--- src/rtl/pio_timing_pkg.sv ---
package pio_timing_pkg;

    typedef enum logic [1:0] {
        ST_IDLE    = 2'd0,
        ST_SETUP   = 2'd1,
        ST_ACTIVE  = 2'd2,
        ST_RECOVER = 2'd3
    } pio_state_e;

endpackage

--- src/rtl/pio_bank_select.sv ---
module pio_bank_select #(
    parameter int NIB_W = 4
) (
    input  logic               drive_sel,
    input  logic               wr_not_rd,
    input  logic               bank_split,
    input  logic [2*NIB_W-1:0] a_rd_timing,
    input  logic [2*NIB_W-1:0] a_wr_timing,
    input  logic [2*NIB_W-1:0] b_rd_timing,
    input  logic [2*NIB_W-1:0] b_wr_timing,
    output logic [NIB_W-1:0]   pulse_code,
    output logic [NIB_W-1:0]   recov_code
);
    localparam int BYTE_W = 2 * NIB_W;

    logic [BYTE_W-1:0] bank_a;
    logic [BYTE_W-1:0] bank_b;
    logic [BYTE_W-1:0] chosen;
    logic              use_b;

    // bank B is reached only by drive 1 when the split mapping is on
    assign use_b = bank_split & drive_sel;

    // direction picks the byte inside each bank
    assign bank_a = wr_not_rd ? a_wr_timing : a_rd_timing;
    assign bank_b = wr_not_rd ? b_wr_timing : b_rd_timing;
    assign chosen = use_b ? bank_b : bank_a;

    assign pulse_code = chosen[BYTE_W-1:NIB_W];
    assign recov_code = chosen[NIB_W-1:0];

endmodule

--- src/rtl/pio_phase_fsm.sv ---
module pio_phase_fsm
    import pio_timing_pkg::*;
#(
    parameter int NIB_W   = 4,
    parameter int SETUP_W = 2
) (
    input  logic               clk,
    input  logic               rst_n,
    input  logic               start,
    input  logic               wr_not_rd,
    input  logic [SETUP_W-1:0] setup_code,
    input  logic [NIB_W-1:0]   pulse_code,
    input  logic [NIB_W-1:0]   recov_code,
    output logic               rd_strobe,
    output logic               wr_strobe,
    output logic               busy,
    output logic               done
);
    localparam int CNT_W = ((NIB_W + 1) > SETUP_W) ? (NIB_W + 1) : SETUP_W;

    pio_state_e       state, state_nx;
    logic [CNT_W-1:0] cnt, cnt_nx;
    logic [NIB_W-1:0] pulse_q;
    logic [NIB_W-1:0] recov_q;
    logic             dir_q;
    logic             accept;
    logic             cnt_zero;

    assign accept   = (state == ST_IDLE) && start;
    assign cnt_zero = (cnt == '0);

    // next-state and counter load
    always_comb begin
        state_nx = state;
        cnt_nx   = cnt - CNT_W'(1);
        unique case (state)
            ST_IDLE: begin
                cnt_nx = cnt;
                if (start) begin
                    state_nx = ST_SETUP;
                    cnt_nx   = CNT_W'(setup_code);
                end
            end
            ST_SETUP: begin
                if (cnt_zero) begin
                    state_nx = ST_ACTIVE;
                    cnt_nx   = CNT_W'(pulse_q);
                end
            end
            ST_ACTIVE: begin
                if (cnt_zero) begin
                    state_nx = ST_RECOVER;
                    cnt_nx   = CNT_W'(recov_q) + CNT_W'(1);
                end
            end
            ST_RECOVER: begin
                if (cnt_zero) begin
                    state_nx = ST_IDLE;
                    cnt_nx   = '0;
                end
            end
            default: begin
                state_nx = ST_IDLE;
                cnt_nx   = '0;
            end
        endcase
    end

    // state register, counter and captured timing
    always_ff @(posedge clk) begin
        if (!rst_n) begin
            state   <= ST_IDLE;
            cnt     <= '0;
            pulse_q <= '0;
            recov_q <= '0;
            dir_q   <= 1'b0;
        end else begin
            state <= state_nx;
            cnt   <= cnt_nx;
            if (accept) begin
                pulse_q <= pulse_code;
                recov_q <= recov_code;
                dir_q   <= wr_not_rd;
            end
        end
    end

    // outputs decoded from state
    always_comb begin
        rd_strobe = 1'b0;
        wr_strobe = 1'b0;
        busy      = 1'b1;
        done      = 1'b0;
        unique case (state)
            ST_IDLE:    busy = 1'b0;
            ST_SETUP:   ;
            ST_ACTIVE: begin
                rd_strobe = ~dir_q;
                wr_strobe = dir_q;
            end
            ST_RECOVER: done = cnt_zero;
            default:    busy = 1'b0;
        endcase
    end

    assert_one_strobe_R5: assert property (@(posedge clk) disable iff (!rst_n)
        !(rd_strobe && wr_strobe));

    assert_setup_to_active_R7: assert property (@(posedge clk) disable iff (!rst_n)
        ($past(state) == ST_SETUP && state != ST_SETUP) |-> state == ST_ACTIVE);

    assert_active_to_recover_R7: assert property (@(posedge clk) disable iff (!rst_n)
        ($past(state) == ST_ACTIVE && state != ST_ACTIVE) |-> state == ST_RECOVER);

    assert_busy_after_start_R8: assert property (@(posedge clk) disable iff (!rst_n)
        (!busy && start) |=> busy);

    assert_idle_after_done_R8: assert property (@(posedge clk) disable iff (!rst_n)
        done |=> !busy);

    assert_no_restart_R9: assert property (@(posedge clk) disable iff (!rst_n)
        (busy && !done) |=> busy);

    assert_captured_hold_R10: assert property (@(posedge clk) disable iff (!rst_n)
        ($past(busy) && busy) |-> ($stable(pulse_q) && $stable(recov_q) && $stable(dir_q)));

endmodule

--- src/rtl/pio_cycle_timer.sv ---
module pio_cycle_timer #(
    parameter int NIB_W   = 4,
    parameter int SETUP_W = 2
) (
    input  logic               clk,
    input  logic               rst_n,
    input  logic               start,
    input  logic               drive_sel,
    input  logic               wr_not_rd,
    input  logic               bank_split,
    input  logic [SETUP_W-1:0] setup_code,
    input  logic [2*NIB_W-1:0] a_rd_timing,
    input  logic [2*NIB_W-1:0] a_wr_timing,
    input  logic [2*NIB_W-1:0] b_rd_timing,
    input  logic [2*NIB_W-1:0] b_wr_timing,
    output logic               rd_strobe,
    output logic               wr_strobe,
    output logic               busy,
    output logic               done
);
    logic [NIB_W-1:0] pulse_code;
    logic [NIB_W-1:0] recov_code;

    pio_bank_select #(.NIB_W(NIB_W)) u_sel (
        .drive_sel  (drive_sel),
        .wr_not_rd  (wr_not_rd),
        .bank_split (bank_split),
        .a_rd_timing(a_rd_timing),
        .a_wr_timing(a_wr_timing),
        .b_rd_timing(b_rd_timing),
        .b_wr_timing(b_wr_timing),
        .pulse_code (pulse_code),
        .recov_code (recov_code)
    );

    pio_phase_fsm #(.NIB_W(NIB_W), .SETUP_W(SETUP_W)) u_fsm (
        .clk       (clk),
        .rst_n     (rst_n),
        .start     (start),
        .wr_not_rd (wr_not_rd),
        .setup_code(setup_code),
        .pulse_code(pulse_code),
        .recov_code(recov_code),
        .rd_strobe (rd_strobe),
        .wr_strobe (wr_strobe),
        .busy      (busy),
        .done      (done)
    );

endmodule

--- config.mk ---
export PLATFORM = sky130hd
export DESIGN_NAME = pio_cycle_timer
export DESIGN_NICKNAME = d
export VERILOG_FILES = /design/src/rtl/pio_timing_pkg.sv /design/src/rtl/pio_bank_select.sv /design/src/rtl/pio_phase_fsm.sv /design/src/rtl/pio_cycle_timer.sv
export SDC_FILE = /design/constraint.sdc
export NUM_CORES = 1
export LEC_CHECK = 0
export BUFFER_PORTS_ARGS = -buffer_cell sky130_fd_sc_hd__buf_4
export CORE_MARGIN = 2
export CORE_UTILIZATION = 48
export DETAILED_ROUTE_END_ITERATION = 16
export PLACE_DENSITY_LB_ADDON = 0.05
export SYNTH_ARGS = -nofsm -noshare
export SYNTH_HDL_FRONTEND = slang
export SYNTH_HIERARCHICAL = 1
export SYNTH_SLANG_ARGS = --single-unit
--- constraint.sdc ---
create_clock -name clk -period 2.1 [get_ports clk]
set_input_delay 0.105 -clock clk [delete_from_list [all_inputs] [get_ports clk]]
set_output_delay 0.105 -clock clk [all_outputs]
set_load 0.03 [all_outputs]
# After elaboration in Yosys (flattened, before gate mapping)
# Cells that the tools add are included.
[classes] n_eq_ne=7 n_mux=17 add_sub_neg=2 n_bitwise=2 reduce_logical=4
[op_table] op="$mux W8" n=3
[op_table] op="$mux W5" n=4
[op_table] op="$pmux W5 S4" n=1
[op_table] op="$mux W2" n=4
[op_table] op="$pmux W2 S4" n=1
[op_table] op="$ne A2 B1 Y1 const B" n=3
[op_table] op="$add A4 B1 Y5 const B" n=1
[op_table] op="$logic_not A5 Y1" n=1
[op_table] op="$sub A5 B1 Y5 const B" n=1
[op_table] op="$eq A2 B2 Y1 const B" n=2
[op_table] op="$mux W1" n=4
[op_table] op="$reduce_and A4 Y1" n=1
[op_table] op="$eq A2 B1 Y1 const B" n=1
[op_table] op="$logic_not A2 Y1" n=1
[op_table] op="$ne A2 B2 Y1 const B" n=1
[op_table] op="$and A1 B1 Y1" n=1
[op_table] op="$logic_and A1 B1 Y1" n=1
[op_table] op="$not A1 Y1" n=1
[word_totals] regBits=16 elab_cells=37 in_bits=40 output_inout_bits=4

# Longest topological paths before layout
# Gate-level depths: netlist (run 1).
[depth] depth_word=3 mapped_depth=7 mapped_depth_nobuf=6

# Hierarchy
# The synthesis (run 1) kept the hierarchy.
[by_module_without_submodules] module="pio_phase_fsm" seq_area_each_um2=320.3 n_inst=1 area_each_um2=929.6 cells_each=117
[by_module_without_submodules] module="pio_bank_select" seq_area_each_um2=0.0 n_inst=1 area_each_um2=195.2 cells_each=10

# Worst setup path before layout (run 1)
# No wires, ideal clock.
[synth_path] kind="register to register" startpoint="register u_fsm.state[0]" endpoint="register u_fsm.cnt[3]" path_stages_with_launch=8 setup_ps=120 t_required_ps=1980 n_path_buf=1 period_less_slack_ps=1691 slack_ps=409 arrival_ps=1571 path_cell_list="dfxtp_1 -> inv_1 -> ha_1 -> buf_2 -> nor3_2 -> nor3_1 -> and3_1 -> o31a_1"
[synth_between] elab_chain_len=2 word_cells_on_any_way=6 cone_classes="eq/ne: 4; mux: 1; reduce/logical: 1"
[synth_lines] item="from (decl)" line="pio_phase_fsm.sv:21" text="pio_state_e state, state_nx;"
[synth_lines] item="from (signal assigned)" line="pio_phase_fsm.sv:78" text="state <= state_nx;"
[synth_lines] item="$eq A2 B2 Y1, or another cell as far along" line="pio_phase_fsm.sv:36" text="unique case (state)"
[synth_lines] item="$pmux W5 S4 or $ne A2 B2 Y1 (tied branches)"
[synth_lines] item="to (signal assigned)" line="pio_phase_fsm.sv:79" text="cnt <= cnt_nx;"
[synth_lines] item="to (decl)" line="pio_phase_fsm.sv:22" text="logic [CNT_W-1:0] cnt, cnt_nx;"
# Parallel ways exist; a longest one is shown, timed or not.
# A chain may end at the register's enable or synchronous reset.

# Worst setup path in the final report (run 1)
# Same ends and word-level chain as after synthesis.

==> results of run 1 <==
==> metrics by stage <==
stage / instances / area [sq um] / utilization (%)
2_1_floorplan: 127 / 1125 / -
3_3_place_gp: 194 / 1470 / 66.46
3_5_place_dp: 194 / 1470 / 66.46
4_1_cts: 197 / 1493 / 67.48
5_1_grt: 197 / 1493 / 67.48
6_report: 197 / 1493 / 67.48
==> kinds of logic (layout without fill, tap and decap cells) <==
group / count (synthesis) / in the layout / synth area share [%]
AO/OA/AOI/OAI: 28 / 28 / 15.46
multiplexers: 9 / 9 / 16.91
AND/OR/NAND/NOR: 53 / 53 / 26.14
buffers and inverters: 13 / 55 / 4.449
flip-flops: 16 / 16 / 28.48
adder cells (fa/ha/maj): 7 / 7 / 7.786
XOR/XNOR: 1 / 1 / 0.7788
==> flip-flops by register name, summed over array words and instances (netlist names) <==
name,count
u_fsm/cnt,5
u_fsm/state,2
u_fsm/pulse_q,4
u_fsm/recov_q,4
u_fsm/dir_q,1
==> per-layer routing <==
metal | up-vias | part of all wire, % | GRT usage [%]
li1 | 553 | - | -
met1 | 522 | 40 | 25.85
met2 | 49 | 51 | 34.58
met3 | 2 | 8.1 | 2.571
met4 | 0 | 0.56 | 7.692
met5 | - | 0 | 0
==> cell type report <==
type | instances | area, sq um
multi-input combinational | 98 | 754.5
fill | 193 | 719.4
timing repair buffer | 44 | 330.3
sequential | 16 | 320.3
tap | 28 | 35.03
inverter | 8 | 30.03
clock buffer | 3 | 22.52
==> Yosys cell counts, drive strengths merged, types with 2 or more instances <==
| master | n |
|---|---|
| a21oi | 14 |
| a31oi | 2 |
| and2 | 3 |
| clkbuf | 4 |
| dfxtp | 16 |
| ha | 7 |
| inv | 8 |
| mux4 | 8 |
| nand2 | 17 |
| nand2b | 3 |
| nand3 | 12 |
| nand4b | 2 |
| nor2 | 4 |
| nor2b | 2 |
| nor3 | 5 |
| o21ai | 3 |
==> placed cells by master (no fill, tap or decap), types with 3 or more instances in the layout <==
cell / Yosys / layout
sky130_fd_sc_hd__buf_4: 0 / 44
sky130_fd_sc_hd__mux4_2: 8 / 8
sky130_fd_sc_hd__nand2b_1: 3 / 3
sky130_fd_sc_hd__inv_1: 8 / 8
sky130_fd_sc_hd__nand3_1: 12 / 12
sky130_fd_sc_hd__clkbuf_4: 0 / 3
sky130_fd_sc_hd__nor3_1: 4 / 4
sky130_fd_sc_hd__and2_1: 3 / 3
sky130_fd_sc_hd__nor2_1: 4 / 4
sky130_fd_sc_hd__nand2_1: 16 / 16
sky130_fd_sc_hd__dfxtp_1: 16 / 16
sky130_fd_sc_hd__a21oi_1: 14 / 14
sky130_fd_sc_hd__ha_1: 7 / 7
==> power breakdown <==
part / internal, W / switching, W / total, W
Clock: 0.0000665 / 0.0000916 / 0.000158
Combinational: 0.000402 / 0.000526 / 0.000928
Sequential: 0.000379 / 0.0000650 / 0.000444
==> worst paths after layout <==
| path | from | endpoint | slack [ns] | cells after the start |
|---|---|---|---|---|
| setup / recovery | u_fsm/state[0]$_SDFFE_PN0P_ | u_fsm/cnt[3]$_SDFFE_PN0N_ | 0.20 | 6 |
| hold reg to reg | u_fsm/pulse_q[3]$_SDFFE_PN0P_ | u_fsm/pulse_q[3]$_SDFFE_PN0P_ | 0.46 | 2 |
| hold / removal | rst_n | u_fsm/cnt[3]$_SDFFE_PN0N_ | 0.06 | 2 |
| setup reg to reg | u_fsm/state[0]$_SDFFE_PN0P_ | u_fsm/cnt[3]$_SDFFE_PN0N_ | 0.20 | 6 |
==> worst register-to-register path, cell delays in order (launching register included) <==
cell                      delay [ns]
sky130_fd_sc_hd__dfxtp_1        0.37
sky130_fd_sc_hd__inv_1          0.10
sky130_fd_sc_hd__ha_1           0.32
sky130_fd_sc_hd__nor3_2         0.39
sky130_fd_sc_hd__nor3_1         0.16
sky130_fd_sc_hd__and3_1         0.19
sky130_fd_sc_hd__o31a_1         0.27
==> results.rst, run 1 <==
.. list-table::
   :header-rows: 1

   * - Metric
     - Value
   * - Worst Hold Slack
     - 0.05882 ns
   * - Gate family responsible for the most delay along the worst path
     - simple AND/OR/NAND/NOR gates
   * - Transition at the pin with the smallest max-transition slack
     - 0.4858 ns
   * - Worst EP required
     - 2.27 ns
   * - Category of the worst setup path capture point
     - flip-flop
   * - Number of standard-cell rows in the floorplan
     - 17
   * - Die X-Extent
     - 52.41 um
   * - Top post-synthesis cells by area
     - sky130_fd_sc_hd__dfxtp_1, sky130_fd_sc_hd__mux4_2, sky130_fd_sc_hd__ha_1
   * - Input/output buffers
     - 43
   * - Setup repair after global routing missed its margin
     - false
   * - Final number of hold-violating endpoints
     - 0
   * - Slowest-stage cell, CP
     - sky130_fd_sc_hd__nor3_2
   * - Die Area
     - 0.002747 sq mm
   * - DRC violations left
     - 0
   * - Height of the die
     - 52.41 um
   * - Clock latency reported for the late side of the worst-skew pair
     - 0.28 ns
   * - Number of antenna violations at the first check in global routing
     - 0
   * - Worst rel slew slack
     - 67.55%
   * - Via/cell ratio
     - 5.716
   * - Wire length after detailed routing
     - 2521 um
   * - Final setup TNS
     - 0 ns
   * - Maximum fanout count along the critical path
     - 10
   * - TritonCTS buffer count
     - 3
   * - Total setup buffers inserted after CTS
     - 0
   * - Run status
     - finished, final reports clean
   * - Critical path's largest stage delay
     - 0.39 ns
   * - Critical path startpoint category
     - flip-flop
   * - Total nets after synthesis
     - 174
   * - Maximum level of the CTS H-tree
     - 1
   * - Post-synthesis area per instance
     - 8.857 sq um
   * - First-pass GRT wire length
     - 4209 um
   * - Worst min path class
     - in2reg
   * - Share of the clock period used by the worst path
     - 90.43%
   * - Clock-pin transition on the worst setup and hold timing paths
     - 0.09 ns
   * - Effective utilization at floorplan
     - 50.85%
   * - Average wire per cell in the routed design
     - 12.80 um
   * - Setup Viol. Count Final
     - 0
   * - CTS tree
     - done
   * - Post-synthesis cell type with the largest combined area
     - sky130_fd_sc_hd__dfxtp_1
   * - CTS root buffer
     - sky130_fd_sc_hd__clkbuf_4
   * - Fraction of synthesis flops using an asynchronous set or reset pin
     - 0%
   * - Max-slew violation count
     - 0
   * - Yosys reg bits
     - 16
   * - Number of enable flip-flop cells after synthesis
     - 0
   * - Global placement routability congestion
     - 0.7883
   * - Timing-limited maximum frequency
     - 526.6 MHz
   * - Yosys top cell area share
     - 28.48%
   * - Number of global-route vias before repair
     - 997
   * - List of cells traversed by the critical path
     - inv_1 > ha_1 > nor3_2 > nor3_1 > and3_1 > o31a_1
   * - Post-CTS sizing
     - 0
   * - Cts hold-fix bufs
     - 0
   * - Half-perimeter wire length after detailed placement
     - 2025 um
   * - Summed instance area of the synthesized netlist
     - 0.001125 sq mm
   * - Number of max-cap violations
     - 0
   * - I/O Pins
     - 44
   * - Power per standard cell area
     - 1025 mW/mm^2
   * - Number of antenna-violating nets in the routed design
     - 0
   * - Most common flop cell mapped by yosys
     - sky130_fd_sc_hd__dfxtp_1
   * - Sequential fraction of the synthesis area
     - 28.48%
   * - Number of library cell types mapped by synthesis
     - 36
   * - Layout overhead on the synthesized area
     - 32.70%
   * - GRT Total Usage
     - 20.26%
   * - Post-Route Skew
     - 0.002032 ns
   * - Number of sinks driven by the clock tree
     - 16
   * - Leakage power summed over all cells
     - 0.6405 nW
   * - Total via count after detailed routing
     - 1,126
   * - Pre-CTS setup slack
     - 0.2432 ns
   * - Core ar.
     - 0.002212 sq mm
   * - Yosys warning count
     - 6
   * - Worst path setup slack after routing
     - 0.2009 ns
   * - Router iterations before antenna repair
     - 4
   * - Longest Clk Path Bufs
     - 2
   * - Total power
     - 0.001530 W
   * - Final net count
     - 218
   * - Worst IR Drop VDD
     - 0.0006003 V
   * - Residual overflow from global routing
     - 0
   * - Minimum clock period after layout
     - 1.899 ns
   * - Layout cell share with drive strength beyond 1
     - 34.91%
   * - Pin count of the biggest net entering global routing
     - 16
   * - Buffers & Inverters on Critical Path
     - 1
   * - Ant diodes
     - 0
   * - DRC marker count from the first detailed-route iteration
     - 29
   * - Arrival time at the worst endpoint
     - 2.07 ns
   * - Cell count after synthesis
     - 127
   * - WS Path Type
     - reg2reg
(Power assumes the default switching activity.)
==> run 2: changes to the inputs <==
--- a/config.mk
+++ b/config.mk
@@ -6,7 +6,8 @@
 export NUM_CORES = 1
 export LEC_CHECK = 0
 export BUFFER_PORTS_ARGS = -buffer_cell sky130_fd_sc_hd__buf_4
-export CORE_MARGIN = 2
+export CORE_ASPECT_RATIO = 0.9
+export CORE_MARGIN = 4
 export CORE_UTILIZATION = 48
 export DETAILED_ROUTE_END_ITERATION = 16
 export PLACE_DENSITY_LB_ADDON = 0.05
==> run 2 against run 1 <==
Critical endpoint is now done. Clock power grew 28%. Total power grew 4.5%. Highest routed layer unchanged. Largest cell class unchanged. Register-to-register slack gained 0.08 ns. Final cell count grew 0.51%. Setup slack gained 0.035 ns. Via count grew 0.27%. Flip-flop and latch count is the same.
==> results.rst, run 2 (synthesis gave the netlist of run 1 again) <==
.. list-table::
   :header-rows: 1

   * - Metric
     - Value
   * - Number of global-route vias before repair
     - 1,217
   * - List of cells traversed by the critical path
     - inv_1 > ha_1 > nor4b_2 > and2_1 > buf_4
   * - DRC marker count from the first detailed-route iteration
     - 24
   * - Core ar.
     - 0.002202 sq mm
   * - Final setup TNS
     - 0 ns
   * - Maximum level of the CTS H-tree
     - 1
   * - WHS Path Cells
     - 2
   * - Commonest non-fill, non-tap cells in the layout
     - sky130_fd_sc_hd__buf_4, sky130_fd_sc_hd__nand2_1, sky130_fd_sc_hd__dfxtp_1, sky130_fd_sc_hd__a21oi_1, sky130_fd_sc_hd__nand3_1
   * - Register-to-register setup slack
     - 0.28 ns
   * - Final number of hold-violating endpoints
     - 0
   * - Final net count
     - 219
   * - Post-CTS sizing
     - 0
   * - Arrival time at the worst endpoint
     - 1.76 ns
   * - Clock latency reported for the late side of the worst-skew pair
     - 0.29 ns
   * - Total setup buffers inserted after CTS
     - 0
   * - End of the worst register-to-register path
     - u_fsm/cnt[3]$_SDFFE_PN0N_
   * - Total via count after detailed routing
     - 1,129
   * - Number of sinks driven by the clock tree
     - 16
   * - Critical path's largest stage delay
     - 0.45 ns
   * - Input/output buffers
     - 43
   * - Setup Viol. Count Final
     - 0
   * - Die Area
     - 0.003183 sq mm
   * - Slowest-stage cell, CP
     - sky130_fd_sc_hd__nor4b_2
   * - Gate family responsible for the most delay along the worst path
     - simple AND/OR/NAND/NOR gates
   * - GRT Total Usage
     - 20.71%
   * - Flip-flop count of the largest register, all copies and words added
     - 5
   * - Cts hold-fix bufs
     - 0
   * - Leakage power summed over all cells
     - 0.6530 nW
   * - Minimum clock period after layout
     - 1.864 ns
   * - Total power
     - 0.001600 W
   * - Buffers & Inverters on Critical Path
     - 2
   * - Die X-Extent
     - 59.03 um
   * - Length in cells of the worst reg-to-reg path
     - 6
   * - Register name with the most flops
     - u_fsm/cnt
   * - Effective utilization at floorplan
     - 51.08%
   * - Router iterations before antenna repair
     - 4
   * - TritonCTS buffer count
     - 3
   * - Most common library cell in the layout ignoring fill and taps
     - sky130_fd_sc_hd__buf_4
   * - Max-slew violation count
     - 0
   * - Number of standard-cell rows in the floorplan
     - 16
   * - Transition at the pin with the smallest max-transition slack
     - 0.4963 ns
   * - Maximum fanout count along the critical path
     - 6
   * - Worst IR Drop VDD
     - 0.0008654 V
   * - Share of the clock period used by the worst path
     - 88.76%
   * - Post-Route Skew
     - 0.004676 ns
   * - Pin count of the biggest net entering global routing
     - 16
   * - Number of max-cap violations
     - 0
   * - Wire length after detailed routing
     - 2925 um
   * - CTS root buffer
     - sky130_fd_sc_hd__clkbuf_4
   * - Critical R2R Launch
     - u_fsm/state[0]$_SDFFE_PN0P_
   * - I/O Pins
     - 44
   * - Power per standard cell area
     - 1057 mW/mm^2
   * - Setup repair after global routing missed its margin
     - false
   * - Dpl cell area
     - 0.001476 sq mm
   * - Hold Crit Start
     - rst_n
   * - Layout overhead on the synthesized area
     - 34.48%
   * - Leading registers by flop count
     - u_fsm/cnt (5), u_fsm/pulse_q (4), u_fsm/recov_q (4)
   * - Via/cell ratio
     - 5.702
   * - Total of fill cells in the finished design
     - 203
   * - Worst EP required
     - 2.00 ns
   * - Number of antenna-violating nets in the routed design
     - 0
   * - Setup crit start
     - u_fsm/cnt[0]$_SDFFE_PN0N_
   * - Timing-limited maximum frequency
     - 536.5 MHz
   * - Global placement routability congestion
     - 0.8916
   * - Run status
     - finished, final reports clean
   * - First-pass GRT wire length
     - 5016 um
   * - Category of the worst setup path capture point
     - primary output
   * - Layout cell share with drive strength beyond 1
     - 35.67%
   * - Number of antenna violations at the first check in global routing
     - 0
   * - Height of the die
     - 53.93 um
   * - Clock-pin transition on the worst setup and hold timing paths
     - 0.10 ns
   * - Worst min path class
     - in2reg
   * - Residual overflow from global routing
     - 0
   * - Half-perimeter wire length after detailed placement
     - 2419 um
   * - DRC violations left
     - 0
   * - CTS tree
     - done
   * - Final standard cell area without fillers
     - 0.001513 sq mm
   * - Sink of the worst hold path
     - u_fsm/cnt[3]$_SDFFE_PN0N_
   * - WS Path Type
     - reg2out
   * - Average wire per cell in the routed design
     - 14.77 um
   * - Critical path startpoint category
     - flip-flop
   * - Worst rel slew slack
     - 66.87%
   * - Longest Clk Path Bufs
     - 2
   * - Ant diodes
     - 0
-- run 2: cell types whose count changed in the layout (fill, tap and decap cells not counted), sizes merged --
cell,previous run,this run
buf,44,45
clkbuf,3,4
-- run 2: area by class of cell --
cell class	count	area [sq um]	share of cell area, %
clock buffer	4	36.28	2.399
inverter	8	30.03	1.985
multi-input combinational	98	754.5	49.88
sequential	16	320.3	21.17
tap	27	33.78	2.233
timing repair buffer	45	337.8	22.33
-- run 2: power breakdown --
group	internal (W)	switching [W]
Combinational	0.000410	0.000541
Clock	0.000106	0.0000977
Sequential	0.000379	0.0000659
-- run 2: how the worst max path moves through the flow --
stage                                 to  slack [ns]  cells past startpoint
2_1_floorplan  u_fsm/cnt[3]$_SDFFE_PN0N_        0.41                      7
3_3_place_gp   u_fsm/cnt[3]$_SDFFE_PN0N_        0.38                      6
3_5_place_dp   u_fsm/cnt[3]$_SDFFE_PN0N_        0.34                      6
4_1_cts                             done        0.28                      5
5_1_grt                             done        0.12                      5
6_report                            done        0.24                      5
-- run 2: routing by layer --
layer	routed length, um	GRT usage (%)	vias to the layer above
li1	-	-	558
met1	1308	23.72	548
met4	16	4.528	0
met2	1507	39.34	21
met5	0	0	-
met3	93	4.556	2
-- run 2: metrics by stage --
stage               hold WS, ns  setup WS [ns]  utilization [%]  instances
global placement         0.3283         0.3827            67.05        194
detailed placement       0.3372         0.3388            67.05        194
finish                  0.04154         0.2360            68.69        198
CTS                     0.03557         0.2755            68.69        198
floorplan                0.2329         0.4093                -        127
global route            0.04030         0.1156            68.69        198
